File: config.mk
export PLATFORM = sky130hd
export DESIGN_NAME = can_frame_tx
export DESIGN_NICKNAME = d
export VERILOG_FILES = /design/src/rtl/can_tx_pkg.sv /design/src/rtl/can_frame_build.sv /design/src/rtl/can_arb_watch.sv /design/src/rtl/can_tx_seq.sv /design/src/rtl/can_frame_tx.sv
export SDC_FILE = /design/constraint.sdc
export NUM_CORES = 1
export LEC_CHECK = 0
export BUFFER_PORTS_ARGS = -buffer_cell sky130_fd_sc_hd__buf_4
export CAP_MARGIN = 25
export CORE_MARGIN = 8
export CORE_UTILIZATION = 45
export DETAILED_ROUTE_END_ITERATION = 7
export PLACE_DENSITY = 0.67
export SLEW_MARGIN = 20
export SYNTH_ARGS = -nofsm -noshare
export SYNTH_HDL_FRONTEND = slang
export SYNTH_HIERARCHICAL = 1
export SYNTH_SLANG_ARGS = --single-unit
export TNS_END_PERCENT = 30
File: constraint.sdc
create_clock -name clk -period 3.2 [get_ports clk]
set_input_delay 0.32 -clock clk [delete_from_list [all_inputs] [get_ports clk]]
set_output_delay 0.32 -clock clk [all_outputs]
set_load 0.005 [all_outputs]
File: src/rtl/can_tx_pkg.sv
package can_tx_pkg;

    localparam int CAN_MAX_BYTES = 8;
    localparam int ID_W          = 29;
    localparam int DLC_W         = 4;
    localparam int CRC_W         = 15;
    localparam int HDR_STD       = 19;
    localparam int HDR_EXT       = 39;
    localparam int ARB_STD       = 12;
    localparam int ARB_EXT       = 32;
    localparam int TRAIL_BITS    = 13;
    localparam int STUFF_RUN     = 5;

    typedef enum logic [1:0] {
        TX_IDLE  = 2'd0,
        TX_BODY  = 2'd1,
        TX_TRAIL = 2'd2
    } tx_state_e;

    typedef struct packed {
        logic             ext;
        logic             rtr;
        logic [ID_W-1:0]  id;
        logic [DLC_W-1:0] dlc;
    } frame_hdr_t;

    // Number of payload bytes actually sent
    function automatic int unsigned sent_bytes(input frame_hdr_t h, input int unsigned max_b);
        int unsigned n;
        n = h.rtr ? 0 : int'(h.dlc);
        if (n > max_b) n = max_b;
        return n;
    endfunction

    // Header bits, left aligned in HDR_EXT bits, frame start included
    function automatic logic [HDR_EXT-1:0] header_bits(input frame_hdr_t h);
        logic [HDR_EXT-1:0] v;
        if (h.ext)
            v = {1'b0, h.id[28:18], 1'b1, 1'b1, h.id[17:0], h.rtr, 2'b00, h.dlc};
        else
            v = {1'b0, h.id[10:0], h.rtr, 1'b0, 1'b0, h.dlc, {(HDR_EXT-HDR_STD){1'b0}}};
        return v;
    endfunction

endpackage

File: src/rtl/can_frame_build.sv
module can_frame_build
    import can_tx_pkg::*;
#(
    parameter int MAX_BYTES = CAN_MAX_BYTES,
    localparam int PAY_W    = 8 * MAX_BYTES,
    localparam int BODY_W   = PAY_W + CRC_W,
    localparam int FRAME_W  = HDR_EXT + BODY_W,
    localparam int LEN_W    = $clog2(FRAME_W + 1)
) (
    input  frame_hdr_t         hdr,
    input  logic [PAY_W-1:0]   payload,
    input  logic [CRC_W-1:0]   crc,
    output logic [FRAME_W-1:0] frame_vec,
    output logic [LEN_W-1:0]   frame_len,
    output logic [5:0]         arb_len
);
    logic [LEN_W-1:0]   data_bits;
    logic [LEN_W-1:0]   hdr_len;
    logic [PAY_W-1:0]   data_keep;
    logic [BODY_W-1:0]  body;
    logic [HDR_EXT-1:0] hdr_vec;

    always_comb begin
        data_bits = LEN_W'(8 * sent_bytes(hdr, MAX_BYTES));
        hdr_len   = hdr.ext ? LEN_W'(HDR_EXT) : LEN_W'(HDR_STD);
        arb_len   = hdr.ext ? 6'(ARB_EXT) : 6'(ARB_STD);
        hdr_vec   = header_bits(hdr);
        data_keep = payload & ~({PAY_W{1'b1}} >> data_bits);
        body      = {data_keep, {CRC_W{1'b0}}} | ({crc, {PAY_W{1'b0}}} >> data_bits);
        frame_vec = {hdr_vec, {BODY_W{1'b0}}} | ({body, {HDR_EXT{1'b0}}} >> hdr_len);
        frame_len = hdr_len + data_bits + LEN_W'(CRC_W);
    end

endmodule

File: src/rtl/can_arb_watch.sv
module can_arb_watch
    import can_tx_pkg::*;
#(
    parameter int IDX_W = 7
) (
    input  logic             smp_stb,
    input  logic             bus_rx,
    input  logic             tx_bit,
    input  logic             in_body,
    input  logic             cur_data,
    input  logic [IDX_W-1:0] cur_idx,
    input  logic [5:0]       arb_len,
    output logic             lose
);
    logic in_window;

    always_comb begin
        in_window = cur_data && (cur_idx != '0) && (cur_idx <= IDX_W'(arb_len));
        lose      = smp_stb && in_body && in_window && tx_bit && !bus_rx;
    end

endmodule

File: src/rtl/can_tx_seq.sv
module can_tx_seq
    import can_tx_pkg::*;
#(
    parameter int FRAME_W = 118,
    localparam int LEN_W  = $clog2(FRAME_W + 1),
    localparam int TRL_W  = $clog2(TRAIL_BITS + 1)
) (
    input  logic               clk,
    input  logic               rst,
    input  logic               bit_stb,
    input  logic               accept,
    input  logic               lose,
    input  logic [FRAME_W-1:0] frame_vec,
    input  logic [LEN_W-1:0]   frame_len,
    input  logic [5:0]         arb_len_in,
    output logic               tx_bit,
    output logic               busy,
    output logic               done,
    output logic               arb_lost,
    output logic               in_body,
    output logic               cur_data,
    output logic [LEN_W-1:0]   cur_idx,
    output logic [5:0]         arb_len
);
    tx_state_e          state_q;
    logic [FRAME_W-1:0] shift_q;
    logic [LEN_W-1:0]   left_q;
    logic [LEN_W-1:0]   next_idx_q;
    logic [2:0]         run_q;
    logic               last_q;
    logic [TRL_W-1:0]   trail_q;
    logic               head_bit;
    logic               stuff_due;

    assign head_bit  = shift_q[FRAME_W-1];
    assign stuff_due = (run_q == 3'(STUFF_RUN));

    always_ff @(posedge clk) begin
        if (rst) begin
            state_q    <= TX_IDLE;
            shift_q    <= '0;
            left_q     <= '0;
            next_idx_q <= '0;
            run_q      <= '0;
            last_q     <= 1'b1;
            trail_q    <= '0;
            tx_bit     <= 1'b1;
            done       <= 1'b0;
            arb_lost   <= 1'b0;
            cur_data   <= 1'b0;
            cur_idx    <= '0;
            arb_len    <= '0;
        end else begin
            done <= 1'b0;
            unique case (state_q)
                TX_IDLE: begin
                    if (accept) begin
                        state_q    <= TX_BODY;
                        shift_q    <= frame_vec;
                        left_q     <= frame_len;
                        arb_len    <= arb_len_in;
                        next_idx_q <= '0;
                        run_q      <= '0;
                        last_q     <= 1'b1;
                        cur_data   <= 1'b0;
                        arb_lost   <= 1'b0;
                    end
                end
                TX_BODY: begin
                    if (lose) begin
                        state_q  <= TX_IDLE;
                        tx_bit   <= 1'b1;
                        arb_lost <= 1'b1;
                        cur_data <= 1'b0;
                    end else if (bit_stb) begin
                        if (stuff_due) begin
                            tx_bit   <= ~last_q;
                            last_q   <= ~last_q;
                            run_q    <= 3'd1;
                            cur_data <= 1'b0;
                        end else if (left_q != '0) begin
                            tx_bit     <= head_bit;
                            last_q     <= head_bit;
                            run_q      <= (head_bit == last_q) ? run_q + 3'd1 : 3'd1;
                            shift_q    <= shift_q << 1;
                            left_q     <= left_q - 1'b1;
                            cur_idx    <= next_idx_q;
                            next_idx_q <= next_idx_q + 1'b1;
                            cur_data   <= 1'b1;
                        end else begin
                            state_q  <= TX_TRAIL;
                            tx_bit   <= 1'b1;
                            trail_q  <= TRL_W'(1);
                            cur_data <= 1'b0;
                        end
                    end
                end
                TX_TRAIL: begin
                    if (bit_stb) begin
                        if (trail_q == TRL_W'(TRAIL_BITS)) begin
                            state_q <= TX_IDLE;
                            done    <= 1'b1;
                        end else begin
                            trail_q <= trail_q + 1'b1;
                        end
                        tx_bit <= 1'b1;
                    end
                end
                default: state_q <= TX_IDLE;
            endcase
        end
    end

    assign busy    = (state_q != TX_IDLE);
    assign in_body = (state_q == TX_BODY);

endmodule

File: src/rtl/can_frame_tx.sv
module can_frame_tx
    import can_tx_pkg::*;
#(
    parameter int MAX_BYTES = CAN_MAX_BYTES,
    localparam int PAY_W    = 8 * MAX_BYTES,
    localparam int FRAME_W  = HDR_EXT + PAY_W + CRC_W,
    localparam int LEN_W    = $clog2(FRAME_W + 1)
) (
    input  logic             clk,
    input  logic             rst,
    input  logic             bit_stb,
    input  logic             smp_stb,
    input  logic             bus_rx,
    input  logic             bus_quiet,
    input  logic             start,
    input  logic             ext_fmt,
    input  logic             rtr,
    input  logic [ID_W-1:0]  ident,
    input  logic [DLC_W-1:0] dlc,
    input  logic [PAY_W-1:0] payload,
    input  logic [CRC_W-1:0] crc,
    output logic             tx_bit,
    output logic             busy,
    output logic             arb_lost,
    output logic             done
);
    frame_hdr_t         hdr;
    logic [FRAME_W-1:0] frame_vec;
    logic [LEN_W-1:0]   frame_len;
    logic [5:0]         arb_len_new;
    logic [5:0]         arb_len_q;
    logic               accept;
    logic               lose;
    logic               in_body;
    logic               cur_data;
    logic [LEN_W-1:0]   cur_idx;

    assign hdr    = '{ext: ext_fmt, rtr: rtr, id: ident, dlc: dlc};
    assign accept = start && bus_quiet && !busy;

    can_frame_build #(.MAX_BYTES(MAX_BYTES)) build_i (
        .hdr       (hdr),
        .payload   (payload),
        .crc       (crc),
        .frame_vec (frame_vec),
        .frame_len (frame_len),
        .arb_len   (arb_len_new)
    );

    can_tx_seq #(.FRAME_W(FRAME_W)) seq_i (
        .clk        (clk),
        .rst        (rst),
        .bit_stb    (bit_stb),
        .accept     (accept),
        .lose       (lose),
        .frame_vec  (frame_vec),
        .frame_len  (frame_len),
        .arb_len_in (arb_len_new),
        .tx_bit     (tx_bit),
        .busy       (busy),
        .done       (done),
        .arb_lost   (arb_lost),
        .in_body    (in_body),
        .cur_data   (cur_data),
        .cur_idx    (cur_idx),
        .arb_len    (arb_len_q)
    );

    can_arb_watch #(.IDX_W(LEN_W)) watch_i (
        .smp_stb  (smp_stb),
        .bus_rx   (bus_rx),
        .tx_bit   (tx_bit),
        .in_body  (in_body),
        .cur_data (cur_data),
        .cur_idx  (cur_idx),
        .arb_len  (arb_len_q),
        .lose     (lose)
    );

endmodule

==> results of run 1 <==
-- metrics by stage --
| stage | cells | setup slack, ns | power (uW) | instance area (sq um) |
|---|---|---|---|---|
| 2_1_floorplan | 1280 | 0.121 | 3660 | 10700 |
| 3_3_place_gp | 1613 | 0.260 | 4110 | 11600 |
| 3_5_place_dp | 1613 | 0.213 | 4140 | 11600 |
| 4_1_cts | 1645 | 0.202 | 6370 | 12300 |
| 5_1_grt | 1645 | 0.00768 | 6650 | 12300 |
| 6_report | 1645 | 0.172 | 6400 | 12300 |
-- sequential cells by signal, indices dropped and copies added (netlist names) --
signal and count:
seq_i/arb_len 6, seq_i/arb_lost 1, seq_i/cur_data 1, seq_i/cur_idx 7, seq_i/done 1, seq_i/last_q 1, seq_i/left_q 7, seq_i/next_idx_q 7
seq_i/run_q 3, seq_i/shift_q 118, seq_i/state_q 2, seq_i/trail_q 4, seq_i/tx_bit 1
-- critical path: cells and delay by family (launching register included) --
kind	cells	cell delay, ns
AO/OA/AOI/OAI	6	1.31
AND/OR/NAND/NOR	2	0.63
flip-flops	1	0.33
adder cells (fa/ha/maj)	1	0.31
buffers and inverters	2	0.28
-- worst paths after layout --
check	startpoint	to	slack, ns	depth (start not counted)
worst min-delay path	bit_stb	seq_i/done	0.23	3
worst min register to register	seq_i/arb_len[3]	seq_i/arb_len[3]	0.46	2
worst max register to register	seq_i/arb_len[2]	seq_i/shift_q[85]	0.17	11
worst max-delay path	seq_i/arb_len[2]	seq_i/shift_q[85]	0.17	11
-- final cells by class --
class | instances | area [sq um]
fillers | 2166 | 11100
multi-input cells | 959 | 6720
flip-flops and latches | 159 | 3180
repair buffers | 152 | 1230
clock buffers | 21 | 460
well taps | 319 | 399
clock inverters | 11 | 180
inverters | 24 | 93.8
-- cell families (layout without fill, tap and decap cells) --
family / count (synthesis) / after routing / synth area share [%]
flip-flops: 159 / 159 / 29.9
other: 2 / 6 / 0.0705
multiplexers: 100 / 100 / 9.74
AND/OR/NAND/NOR: 419 / 419 / 18.3
adder cells (fa/ha/maj): 16 / 16 / 1.88
XOR/XNOR: 3 / 3 / 0.247
buffers and inverters: 162 / 208 / 7.45
AO/OA/AOI/OAI: 415 / 415 / 32.4
-- metal layers --
layer | vias up | wire length [um] | global-route usage [%]
met5 | - | 47 | 1.22
met4 | 2 | 1090 | 8.39
met3 | 89 | 3130 | 5.82
met2 | 543 | 15400 | 34.3
met1 | 4892 | 15600 | 33.1
li1 | 4793 | - | -
-- power breakdown --
part / switching, uW / internal [uW]
Sequential: 143 / 2210
Combinational: 1090 / 697
Clock: 889 / 1360
-- Yosys cell counts, types with 18 or more instances --
library cell	number	area, sq um
buf_2	37	185
a311oi_2	91	1370
inv_1	21	78.8
clkbuf_1	68	255
dfxtp_1	159	3180
nor2_1	47	176
a21oi_1	162	811
mux2_2	25	282
a311oi_1	27	236
o21ai_0	18	90.1
nand2_1	274	1030
a22oi_1	31	233
mux2i_1	70	701
buf_4	28	210
-- placed cells by master (no fill, tap or decap), types with 5 or more instances in the layout --
master,netlist,routed
mux2_2,25,25
o21ai_1,10,10
ha_1,16,16
a32oi_1,5,5
mux2i_1,70,70
dfxtp_1,159,159
clkinv_4,0,5
a311oi_2,91,91
buf_12,1,7
a22o_1,12,12
inv_1,21,21
and3_1,10,10
or4_1,6,6
nor2_1,47,46
nor3_1,7,7
nand2b_1,6,5
nand3_1,17,17
a22oi_1,31,31
a21oi_1,162,162
mux2_1,5,5
a222oi_1,13,13
buf_4,28,144
a311oi_1,27,27
o31ai_1,10,10
nor2b_1,5,5
clkbuf_16,0,17
conb_1,2,6
o21ai_0,18,18
a31oi_1,5,5
nand2_1,274,274
==> results.toml, run 1 <==
[worst_setup_path]
worst_setup_path_start_kind = "flop"
cp_max_fo = 78
crit_required_ns = 3.49
cp.arrival_ns = 3.32
worst_path_max_delay_cell = "a2111o_1"
max_stage_delay_ns = 0.42
cp-end-kind = "flop"
path_cells = "inv_1 -> ha_1 -> a21oi_2 -> o21ai_1 -> a2111o_1 -> a2111oi_2 -> and4bb_1 -> or2_4 -> buf_12 -> a21oi_1 -> a311oi_2"
critPathKind = "reg -> reg"

[clocking]
cts_buffer_depth = 2
htreeDepth = 4
clkSinkCount = 159
path_clk_slew_ns = 0.07
cts-root-buf = "clkbuf_16"
ctsResizeCount = 0
hold_buffers = 0
cts_tree = "yes"
insertion_delay_ns = 0.43
post_cts_buffers = 0
cts_buffers = 17

[floorplanning]
dieArea_sq_mm = 0.0289
die_y_um = 170
core_area_sq_mm = 0.0233
ios = 125
rows = 56
start_util_pct = 45.7
die_x_um = 170

[finish]
final_core_util_pct = 52.6
diodes = 0
area_delta_synth_final_pct = 15.1
finalNetCount = 1450
drive_gt1_share_pct = 24.7

[timing]
setup_viol = 0
fin_crit_sh_pct = 94.6
drv_slew = 0
timing.hold.ws_ns = 0.232
fin_crit_ns = 3.03
worstMarginPinSlew_ns = 0.936
fmax_mhz = 330
tns_ns = 0
hold_violations = 0
skew_ns = 0.0146
rsz0062_at_grt = "false"
maxSlewHeadroom_pct = 37.6

[route]
route.detailed.wl_per_inst_um = 21.5
via_per_inst = 6.27
vias = 10300
postRouteAntennaNets = 0
wl_mm = 35.3
drt_iter0_markers = 1492
drc = 0
drt_pass1_iterations = 8

[synthesis]
yosysSeqAreaShare_pct = 29.9
synthArstFlopShare_pct = 0
synth-edff-count = 0
netlist_instances = 1276
synth.avg_cell_area_sq_um = 8.35
synth_cell_type_count = 83
synth_area_sq_mm = 0.0107
synth_flop_cell = "dfxtp_1"
synth_warnings = 6
synth-seq-cells = 159

[status]
status = "finished clean"

[global_routing]
antenna_found_initial = 0
grt_max_degree = 88
grt_first_pass_wirelength_mm = 54.7
gr-total-overflow = 0
grt_pass1_vias = 9708
grt_use_total_pct = 23.6

[min_path]
hp-class = "in -> reg"

[placement]
port_buffers = 124
gp_congestion = 0.937
hpwl_mm = 23.4

[power]
ir_worst_vdd_v = 0.000359
p_leak_uw = 0.00441
p_per_area_mw_per_mm2 = 521

[job]
maxCapViolCount = 0
No activity file was read; power rests on OpenSTA's default activity.
==> run 2, diff against run 1 <==
--- a/config.mk
+++ b/config.mk
@@ -11,6 +11,7 @@
 export CORE_UTILIZATION = 45
 export DETAILED_ROUTE_END_ITERATION = 7
 export PLACE_DENSITY = 0.67
+export REMOVE_ABC_BUFFERS = 1
 export SLEW_MARGIN = 20
 export SYNTH_ARGS = -nofsm -noshare
 export SYNTH_HDL_FRONTEND = slang
==> results.toml, run 2 (synthesized netlist as in run 1, its figures left out) <==
[clocking]
cts_buffers = 17
cts_buffer_depth = 2
insertion_delay_ns = 0.43
hold_buffers = 0
path_clk_slew_ns = 0.07
cts_tree = "yes"
cts-root-buf = "clkbuf_16"
clkSinkCount = 159
htreeDepth = 4

[finish]
stdcell_area_sq_mm = 0.0123
n_fill_cell = 2246
drive_gt1_share_pct = 25.0
regMostFlops = "seq_i/shift_q"
diodes = 0
final_cell_mix = "nand2_1, a21oi_1, dfxtp_1, buf_4, a311oi_2"
finalNetCount = 1449
area_delta_synth_final_pct = 15.2
largest_register_ffs = 118
layout_commonest_cell = "nand2_1"

[global_routing]
gr-total-overflow = 0
antenna_found_initial = 0
grt.busiest_layer = "met2"
grt_use_total_pct = 23.4
globalRouteMet2Util_pct = 35.3
grt_pass1_vias = 9741
grt_first_pass_wirelength_mm = 54.8
grt_use_met3_pct = 6.21
grt_max_degree = 127
met1_usage_pct = 31.8

[power]
p_leak_uw = 0.00442
ir_worst_vdd_v = 0.000288
p_per_area_mw_per_mm2 = 511

[timing]
maxSlewHeadroom_pct = 44.5
skew_ns = 0.0124
hold_violations = 0
setup_viol = 0
rsz0062_at_grt = "false"
worstMarginPinSlew_ns = 0.832
fin_crit_sh_pct = 95.5
fmax_mhz = 327
fin_crit_ns = 3.06
fin_ws_ns = 0.142
drv_slew = 0

[worst_setup_path]
worst_setup_path_start_kind = "flop"
critPathLaunch = "seq_i/arb_len[2]"
cp-end-kind = "flop"
regToRegStartpoint = "seq_i/arb_len[2]"
cp.arrival_ns = 3.40
cp_max_fo = 43
critPathKind = "reg -> reg"
crit_required_ns = 3.54

[floorplanning]
die_y_um = 170
die_x_um = 170
start_util_pct = 45.7
ios = 125
core_area_sq_mm = 0.0233
rows = 56
dieArea_sq_mm = 0.0289

[route]
route.detailed.wl_per_inst_um = 21.3
drc = 0
postRouteAntennaNets = 0
via_per_inst = 6.27
drt_pass1_iterations = 7
vias = 10300
wl_mm = 35.0
drt_iter0_markers = 1277

[min_path]
hp-class = "in -> reg"
hold_path_startpoint = "bit_stb"

[placement]
place_ws_ns = 0.106
place_area_sq_mm = 0.0117
port_buffers = 124
hpwl_mm = 22.5
gp_congestion = 0.904

[job]
maxCapViolCount = 0

[status]
status = "finished clean"
run 2: cell count changes in the layout (fill, tap and decap cells not counted), moves of 3 or more:
cell and delta:
buf_4 -6, clkinv_4 -4, inv_6 +5, inv_8 +3
run 2: metrics by stage:
stage	std cells	power, uW	util (%)	TNS (ns)	hold WS, ns
floorplan	1142	3530	-	-1264.19	0.388
global placement	1611	4110	49.9	0	0.443
detailed placement	1611	4140	49.9	0	0.452
CTS	1643	6250	52.5	0	0.210
global route	1644	6550	52.6	0	0.251
finish	1644	6280	52.6	0	0.221
run 2: layout make-up:
class	count	area, sq um	area share (%)
clock buffer	17	425	3.46
clock inverter	15	170	1.39
inverter	24	95.1	0.774
multi-input combinational	959	6730	54.8
sequential	159	3180	25.9
tap	319	399	3.25
timing repair buffer	151	1270	10.4
run 2: final timing paths:
path / end / slack, ns / depth (start not counted)
max reg2reg: seq_i/shift_q[70] / 0.14 / 11
min reg2reg: seq_i/arb_len[3] / 0.46 / 2
max: seq_i/shift_q[70] / 0.14 / 11
min: seq_i/done / 0.22 / 3
run 2: what timing repair did:
action                                  4_1_cts  5_1_grt
resized for setup                             0        5
endpoints found under the setup margin        0       85
buffers inserted                              0        0
hold endpoints to repair                      0        0
run 2: critical path, stage by stage (launching register included):
cell,delay [ns]
dfxtp_1,0.33
inv_1,0.05
ha_1,0.31
a21oi_2,0.12
o21ai_1,0.07
a2111o_1,0.42
a2111oi_2,0.40
and4bb_1,0.31
nor2_2,0.23
nor2_4,0.11
buf_6,0.27
a311oi_2,0.27
run 2: power by group:
| group | switching (uW) | internal [uW] | total (uW) |
|---|---|---|---|
| combinational | 1080 | 705 | 1790 |
| clock | 948 | 1180 | 2130 |
| sequential | 154 | 2210 | 2370 |
run 2: routing by layer:
layer	vias up	part of all wire, %
li1	4784	-
met1	4957	44
met2	499	45
met3	64	8.7
met4	0	2.6
met5	-	0
